[src/rtl/phlock_pkg.sv]
package phlock_pkg;
    localparam int GAP_W     = 6;
    localparam int DIV_SEL_W = 2;
    localparam int DIV_CNT_W = 6;

    typedef logic [GAP_W-1:0] gap_t;

    typedef enum logic [1:0] {
        MS_IDLE,
        MS_WAIT_FB,
        MS_WAIT_REF
    } meter_st_t;

    typedef struct packed {
        logic valid;
        gap_t gap;
    } meas_t;

    // thinning ratio 4**sel
    function automatic logic [DIV_CNT_W:0] div_ratio(input logic [DIV_SEL_W-1:0] sel);
        return (DIV_CNT_W+1)'(1) << {sel, 1'b0};
    endfunction
endpackage

[src/rtl/phlock_edge_sync.sv]
module phlock_edge_sync #(
    parameter int STAGES = 2
) (
    input  logic clk,
    input  logic rst,
    input  logic async_in,
    output logic rise
);
    logic [STAGES:0] shreg;

    always_ff @(posedge clk) begin
        if (rst) shreg <= '0;
        else     shreg <= {shreg[STAGES-1:0], async_in};
    end

    assign rise = shreg[STAGES-1] & ~shreg[STAGES];
endmodule

[src/rtl/phlock_prescale.sv]
module phlock_prescale
    import phlock_pkg::*;
(
    input  logic                 clk,
    input  logic                 rst,
    input  logic [DIV_SEL_W-1:0] sel,
    input  logic                 in_pulse,
    output logic                 out_pulse
);
    logic [DIV_CNT_W-1:0] cnt;
    logic [DIV_CNT_W:0]   ratio;

    assign ratio     = div_ratio(sel);
    assign out_pulse = in_pulse && (cnt == '0);

    always_ff @(posedge clk) begin
        if (rst) begin
            cnt <= '0;
        end else if (in_pulse) begin
            if ({1'b0, cnt} >= ratio - (DIV_CNT_W+1)'(1)) cnt <= '0;
            else                                           cnt <= cnt + 1'b1;
        end
    end
endmodule

[src/rtl/phlock_gap_meter.sv]
module phlock_gap_meter
    import phlock_pkg::*;
(
    input  logic  clk,
    input  logic  rst,
    input  logic  ref_edge,
    input  logic  fb_edge,
    output meas_t meas
);
    localparam gap_t GAP_MAX = '1;

    meter_st_t st;
    gap_t      cnt;
    logic      closer;

    assign closer = (st == MS_WAIT_FB) ? fb_edge : ref_edge;

    always_ff @(posedge clk) begin
        if (rst) begin
            st   <= MS_IDLE;
            cnt  <= '0;
            meas <= '0;
        end else begin
            meas.valid <= 1'b0;
            case (st)
                MS_IDLE: begin
                    if (ref_edge && fb_edge) begin
                        meas.valid <= 1'b1;
                        meas.gap   <= '0;
                    end else if (ref_edge) begin
                        st  <= MS_WAIT_FB;
                        cnt <= gap_t'(1);
                    end else if (fb_edge) begin
                        st  <= MS_WAIT_REF;
                        cnt <= gap_t'(1);
                    end
                end
                MS_WAIT_FB, MS_WAIT_REF: begin
                    if (closer || cnt == GAP_MAX) begin
                        meas.valid <= 1'b1;
                        meas.gap   <= cnt;
                        st         <= MS_IDLE;
                    end else begin
                        cnt <= cnt + 1'b1;
                    end
                end
                default: st <= MS_IDLE;
            endcase
        end
    end

    // a measurement never reports a gap above the counter span
    assert_sat_gap_R7: assert property (@(posedge clk) disable iff (rst)
        (st != MS_IDLE && !closer && cnt == GAP_MAX) |=> (meas.valid && meas.gap == GAP_MAX));
endmodule

[src/rtl/phase_lock_monitor.sv]
module phase_lock_monitor
    import phlock_pkg::*;
#(
    parameter int ASSERT_GAP  = 8,
    parameter int RELEASE_GAP = 4,
    parameter int SYNC_STAGES = 2
) (
    input  logic                 clk,
    input  logic                 rst,
    input  logic                 ref_clk_in,
    input  logic                 fb_clk_in,
    input  logic [DIV_SEL_W-1:0] rdiv_sel,
    output logic                 lock_lost
);
    localparam gap_t ASSERT_T  = gap_t'(ASSERT_GAP);
    localparam gap_t RELEASE_T = gap_t'(RELEASE_GAP);

    logic  ref_rise, fb_rise, ref_used;
    meas_t meas;

    phlock_edge_sync #(.STAGES(SYNC_STAGES)) u_ref_sync (
        .clk(clk), .rst(rst), .async_in(ref_clk_in), .rise(ref_rise));

    phlock_edge_sync #(.STAGES(SYNC_STAGES)) u_fb_sync (
        .clk(clk), .rst(rst), .async_in(fb_clk_in), .rise(fb_rise));

    phlock_prescale u_pre (
        .clk(clk), .rst(rst), .sel(rdiv_sel), .in_pulse(ref_rise), .out_pulse(ref_used));

    phlock_gap_meter u_meter (
        .clk(clk), .rst(rst), .ref_edge(ref_used), .fb_edge(fb_rise), .meas(meas));

    always_ff @(posedge clk) begin
        if (rst) begin
            lock_lost <= 1'b1;
        end else if (meas.valid) begin
            if (meas.gap > ASSERT_T)       lock_lost <= 1'b1;
            else if (meas.gap < RELEASE_T) lock_lost <= 1'b0;
        end
    end

    assert_reset_unlocked_R6: assert property (@(posedge clk) disable iff (rst)
        $past(rst) |-> lock_lost);

    assert_wide_gap_flags_R2: assert property (@(posedge clk) disable iff (rst)
        ($past(meas.valid) && $past(meas.gap) > ASSERT_T) |-> lock_lost);

    assert_narrow_gap_clears_R3: assert property (@(posedge clk) disable iff (rst)
        ($past(meas.valid) && $past(meas.gap) < RELEASE_T) |-> !lock_lost);

    assert_hold_without_meas_R4: assert property (@(posedge clk) disable iff (rst)
        !$stable(lock_lost) |-> $past(meas.valid));
endmodule

[config.mk]
export PLATFORM = sky130hd
export DESIGN_NAME = phase_lock_monitor
export DESIGN_NICKNAME = d
export VERILOG_FILES = /design/src/rtl/phlock_pkg.sv /design/src/rtl/phlock_edge_sync.sv /design/src/rtl/phlock_prescale.sv /design/src/rtl/phlock_gap_meter.sv /design/src/rtl/phase_lock_monitor.sv
export SDC_FILE = /design/constraint.sdc
export NUM_CORES = 1
export LEC_CHECK = 0
export BUFFER_PORTS_ARGS = -buffer_cell sky130_fd_sc_hd__buf_2
export CAP_MARGIN = 20
export CORE_UTILIZATION = 55
export DETAILED_ROUTE_END_ITERATION = 7
export GPL_ROUTABILITY_DRIVEN = 0
export HOLD_SLACK_MARGIN = 0.03
export PLACE_DENSITY = 0.8
export SLEW_MARGIN = 5
export SYNTH_ARGS = -nofsm -noshare
export SYNTH_HDL_FRONTEND = slang
export SYNTH_HIERARCHICAL = 1
export SYNTH_SLANG_ARGS = --single-unit
[constraint.sdc]
create_clock -name clk -period 6.7 [get_ports clk]
set_clock_uncertainty 0.2 [all_clocks]
set_input_delay 0.67 -clock clk [delete_from_list [all_inputs] [get_ports clk]]
set_output_delay 0.67 -clock clk [all_outputs]
set_load 0.01 [all_outputs]
[Yosys cells after proc, flatten, opt, wreduce, memory -nomap -nowiden]
Index checks and enable logic that the tools add are counted.
Storage, ports and cells
  flip-flop bits (word level): 28
  word-level logic and storage cells: 56
  output and inout bits: 1
  bits of input ports: 6
Cells by class
  shift operators: 1
  eq/ne operators: 8
  mux-type cells: 17
  add/subtract/negate cells: 3
  bitwise logic cells: 4
  $lt $le $gt $ge: 3
  reductions and logical operators: 12
Operators with widths (number)
  $mux W6: 5
  $mux W7: 2
  $pmux W7 S2: 1
  $add A6 B1 Y6 const B: 2
  $pmux W6 S2: 1
  $mux W2: 4
  $ge A6 B7 Y1: 1
  $shl A1 B3 Y7 const A: 1
  $sub A7 B1 Y7 const B: 1
  $eq A6 B6 Y1 const B: 1
  $gt A6 B4 Y1 const B: 1
  $logic_not A6 Y1: 1
  $lt A6 B3 Y1 const B: 1
  $reduce_and A3 Y1: 2
  $ne A2 B1 Y1 const B: 2
  $ne A2 B2 Y1 const B: 2
  $pmux W2 S2: 1
  $reduce_and A4 Y1: 1
  $reduce_bool A2 Y1: 2
  $mux W1: 3
  $ne A3 B1 Y1 const B: 1
  $and A1 B1 Y1: 2
  $eq A2 B1 Y1 const B: 1
  $eq A2 B2 Y1 const B: 1
  6 further kinds: 8

[Depth between registers and ports, before layout]
  depth in word-level cells: 7
  mapped depth: 9
  gate-level depth less buffers: 8

[Cells and area by module]
The synthesis kept the hierarchy.
By module, submodules not included
  phlock_gap_meter: instances 1, area an instance 818.3 um2, cells an instance 88
  phlock_prescale: instances 1, area an instance 435.4 um2, cells an instance 47
  phlock_edge_sync: instances 2, area an instance 87.6 um2, cells an instance 7
  phase_lock_monitor: instances 1, area an instance 52.6 um2, cells an instance 7

[Worst setup path after synthesis]
Ideal clock, no wire load.
  path kind: reg2reg
  start point: register u_pre.cnt[0]
  end point: register u_meter.cnt[2]
  required time: 6430 ps
  setup time: 70 ps
  arrival time: 2518 ps
  clock period less this slack: 2788 ps
  path buffers: 0
  cell stages (with the launch flop): 9
  slack: 3912 ps
  path through: dfxtp_1 -> inv_1 -> ha_1 -> or4b_1 -> nor3b_1 -> or3b_4 -> nand4_4 -> or4_1 -> a21oi_1
On the way
  longest elaborated chain between the ends: 6
Ends and longest elaborated chain
  start, declared: line phlock_prescale.sv:10  | logic [DIV_CNT_W-1:0] cnt;
  start signal, assigned: line phlock_prescale.sv:21  | else cnt <= cnt + 1'b1;
  $logic_not A6 Y1 *: line phlock_prescale.sv:14  | assign out_pulse = in_pulse && (cnt == '0);
  $logic_and A1 B1 Y1 *: line phlock_prescale.sv:14
  via ref_used: line phase_lock_monitor.sv:18  | logic ref_rise, fb_rise, ref_used;
  $mux W1: line phlock_gap_meter.sv:16  | assign closer = (st == MS_WAIT_FB) ? fb_edge : ref_edge;
  $logic_or A1 B1 Y1: line phlock_gap_meter.sv:39  | if (closer || cnt == GAP_MAX) begin
  $ne A2 B2 Y1 (no source line)
  $reduce_and A4 Y1 (no source line)
  end signal, assigned: line phlock_gap_meter.sv:32  | cnt <= gap_t'(1);
  end signal, assigned: line phlock_gap_meter.sv:35  | cnt <= gap_t'(1);
  end signal, assigned: line phlock_gap_meter.sv:44  | cnt <= cnt + 1'b1;
  end, declared: line phlock_gap_meter.sv:13  | gap_t cnt;
The timed path passes the listed nets; every way through them passes the cells marked *. The select of a mux whose other input is x is not followed.
A chain may end at the register's enable or synchronous reset.

[Final worst setup path]
Same ends and word-level chain as after synthesis.

==> results.txt <==
In the synthesized netlist the dominant register cell turns out to be sky130_fd_sc_hd__dfxtp_1. The I/O pin count is 7. The data required time of the worst path came out at 6.76 ns.

Once placement completed, the tool counted placed cells totaling 186. In this run the worst path has a maximum fanout of 8. Using the TritonRoute via totals, the vias-per-cell ratio works out to 6.253.

The overall via count from detail_route is 1188. The worst register-to-register path begins at u_pre/cnt[0]. VDD sags by at most 0.1508 mV. The mean area per synthesized cell is 9.496 um2. The share of flip-flops with an asynchronous set or reset is 0%. The setup TNS is 0 ns.

The switching component of the power came out at 0.08168 mW. The total non-filler cell area in the finished layout is 1553 um2. The number of nets in the final layout came out at 177. Setup violations remaining at the end of the flow were counted as 0. The critical path starts at u_pre/cnt[0].

The number of optimization iterations in the first detailed-route pass came out at 4. The initial standard-cell utilization of the core came out at 58.73%. The most critical setup path has its endpoint at u_meter/cnt[2]. The detailed-route wire length on metal 1 came out at 1285 um. The total die area came out at 2905 um2. The sequential element share of the synthesized area is 37.84%.

The total of warnings raised by yosys is 6. The cell type with the highest aggregate area in the netlist is sky130_fd_sc_hd__dfxtp_1. The number of cells upsized or downsized after cts is 0. The number of global-route vias before repair was 1015.

The total met2 wirelength after detailed routing is 1228 um. The floorplan row count is 18. The die extent in x is 53.90 um. The run finished with clean final reports. The number of filler cells placed in the layout came out at 232. The routed design uses 143 um of met3 wire. Of the total power, combinational logic draws 16.7%. The number of buffers on the longest clock path is 2. The number of antenna violations at the first check in global routing is 0. Post-CTS timing repair inserted 0 buffers for setup.

The wire length of the first global-routing pass came out at 4402 um. The transition time of the tightest slew-check pin is 0.9099 ns. The final cell count without fillers is 190. The library cell used as clock root buffer is sky130_fd_sc_hd__clkbuf_4. The clock network latency to the later pin of the worst-skew pair is 0.32 ns. The path class of the lowest-slack min-delay path is register to register. The area of the placeable core came out at 2522 um2. The type of destination of the critical path is a register. Ranked by total cell area, the synthesized netlist is headed by sky130_fd_sc_hd__dfxtp_1 38%, sky130_fd_sc_hd__ha_1 8.4%, sky130_fd_sc_hd__a22o_1 3.5%.

The clock-pin transition on the worst setup and hold timing paths is 0.15 ns. The DRC violation count after routing came out at 0. The antenna diode instance count is 0.

The sequential group share of total power is 57.5%. The number of nets still failing antenna checks after routing came out at 0. The net switching share of the total power is 26.49%. The reg-to-reg setup timing slack came out at 3.61 ns. The achievable clock frequency is 0.3235 GHz. The number of cells on the worst reg-to-reg path is 8. The number of hold buffers added after CTS was 0. The routed wire length came out at 2677 um. Setup repair after global routing left no endpoint under its margin.

The share of the synthesized area in the top cell type came out at 37.84%. TritonCTS built the clock tree. The power per unit of standard cell area came out at 198.5 nW/um2. The mean routed wirelength per cell came out at 14.09 um. The clock network burns 25.8% of the power. By count the netlist is led by 28 x sky130_fd_sc_hd__dfxtp_1, 11 x sky130_fd_sc_hd__nand2_1, 10 x sky130_fd_sc_hd__a21oi_1, 10 x sky130_fd_sc_hd__ha_1, 8 x sky130_fd_sc_hd__nor2b_1.

The shortest period the worst path allows is 3.091 ns. The final cycle utilization of the critical path is 46.13%. The critical setup path kind is register to register. The synthesized design contains 28 register bits. The height of the die came out at 53.90 um. The final-report hold violation count was 0. The post-synthesis cell type count came out at 46.

The worst path arrival time came out at 3.15 ns. The maximum number of pins on one net before global-route repair came out at 21. The total of max-cap violations is 0. After legalization and detailed placement, the total HPWL measured 1920 um.

The worst relative slew slack came out at 39.21%. The starting DRC count in detailed routing is 36. The clock buffer count from CTS is 3. The count of flip-flops with a built-in enable after synthesis is 0. Cells with a size suffix above 1 make up 13.75% of the layout. The leakage power summed over all cells is 0.6033 nW.

The global router's overall resource usage came out at 20.92%. The worst register-to-register path ends at u_meter/cnt[2]. Cell internal power was estimated by the tool at 0.2266 mW. The number of nets in the synthesized netlist is 172. The instance area after placement is 1516 um2. Counting every sink on the clock net gives 28. Input and output buffers added on the ports amount to 6. The max-slew violation count is 0. The cell count after synthesis came out at 156.

The synthesis-to-finish area growth came out at 4.814%. The number of levels the H-tree was split into is 1. The mapped netlist covers 1481 um2. Yosys instantiated no cell more often than sky130_fd_sc_hd__dfxtp_1. The total congestion overflow after global routing is 0. After detailed routing, no signal wire sits above met4. The sort of element at the start of the critical path is a register.
## through the flow
step	power, mW	setup slack (ns)	utilization, %	hold WS (ns)
CTS	0.3114	3.611	61.56	0.2607
global route	0.3245	3.415	61.56	0.2828
finish	0.3083	3.609	61.56	0.2616
floorplan	0.2213	3.912	-	0.2138
detailed placement	0.2320	3.668	60.12	0.2297
global placement	0.2293	3.752	60.12	0.2186
## how the worst min path moves through the flow
stage	end	from	depth (start not counted)	slack [ns]
global route	u_ref_sync/shreg[1]	u_ref_sync/shreg[0]	1	0.28
floorplan	u_fb_sync/shreg[1]	u_fb_sync/shreg[0]	1	0.21
finish	u_ref_sync/shreg[1]	u_ref_sync/shreg[0]	1	0.26
global placement	u_ref_sync/shreg[1]	u_ref_sync/shreg[0]	1	0.22
detailed placement	u_ref_sync/shreg[1]	u_ref_sync/shreg[0]	1	0.23
CTS	u_ref_sync/shreg[1]	u_ref_sync/shreg[0]	1	0.26
## logic make-up after synthesis
group,after synthesis,share of synthesized area [%]
DFF,28,37.84
buffers and inverters,12,3.716
adders and majority gates,10,8.446
AOI/OAI and AO/OA,38,20.61
xor gates and xnor gates,4,2.365
muxes,2,1.605
and+or+nand+nor,62,25.42
## power by group through the flow
| stage | sequential (mW) | clock, mW | combinational, mW |
|---|---|---|---|
| floorplan | 0.179 | 0 | 0.0419 |
| CTS | 0.177 | 0.0828 | 0.0514 |
| global placement | 0.180 | 0 | 0.0492 |
| finish | 0.177 | 0.0794 | 0.0516 |
| global route | 0.178 | 0.0891 | 0.0575 |
| detailed placement | 0.181 | 0 | 0.0513 |
## worst max-delay path, stage by stage (launching register included)
cell,delay (ns)
sky130_fd_sc_hd__dfxtp_1,0.39
sky130_fd_sc_hd__inv_1,0.08
sky130_fd_sc_hd__ha_1,0.13
sky130_fd_sc_hd__or4b_1,0.43
sky130_fd_sc_hd__nor3b_1,0.75
sky130_fd_sc_hd__or3b_4,0.32
sky130_fd_sc_hd__nand4_4,0.11
sky130_fd_sc_hd__or4_1,0.48
sky130_fd_sc_hd__a21oi_1,0.14
## cells in the final DEF (no fill, tap or decap), types with 3 or more instances in the layout
cell and instances:
sky130_fd_sc_hd__a211oi_1 3, sky130_fd_sc_hd__a21oi_1 10, sky130_fd_sc_hd__a22o_1 6, sky130_fd_sc_hd__a311oi_1 3, sky130_fd_sc_hd__and3_1 3, sky130_fd_sc_hd__buf_2 6
sky130_fd_sc_hd__clkbuf_4 3, sky130_fd_sc_hd__dfxtp_1 28, sky130_fd_sc_hd__ha_1 10, sky130_fd_sc_hd__inv_1 6, sky130_fd_sc_hd__nand2_1 11, sky130_fd_sc_hd__nand2b_1 3
sky130_fd_sc_hd__nand3_1 6, sky130_fd_sc_hd__nor2_1 7, sky130_fd_sc_hd__nor2b_1 8, sky130_fd_sc_hd__nor3_1 5, sky130_fd_sc_hd__o21ai_0 3, sky130_fd_sc_hd__o31ai_1 4
sky130_fd_sc_hd__xor2_1 3
## cell type report
class | instances | area (um2) | area share [%]
clock buffer | 4 | 36.28 | 2.337
multi-input combinational | 116 | 865.8 | 55.76
tap | 30 | 37.54 | 2.417
inverter | 6 | 22.52 | 1.450
timing repair buffer | 6 | 30.03 | 1.934
sequential | 28 | 560.5 | 36.10
## registers in the layout (all words and copies together) (netlist names)
name / cells
lock_lost: 1
u_fb_sync/shreg: 3
u_meter/cnt: 6
u_meter/meas: 7
u_meter/st: 2
u_pre/cnt: 6
u_ref_sync/shreg: 3
## layer usage
| layer | vias to the layer above | track usage, % |
|---|---|---|
| met5 | - | 0 |
| met4 | 0 | 8.333 |
| met3 | 2 | 2.542 |
| met2 | 39 | 32.51 |
| met1 | 565 | 29.17 |
| li1 | 582 | - |
Power figures use the tool's default switching activity.
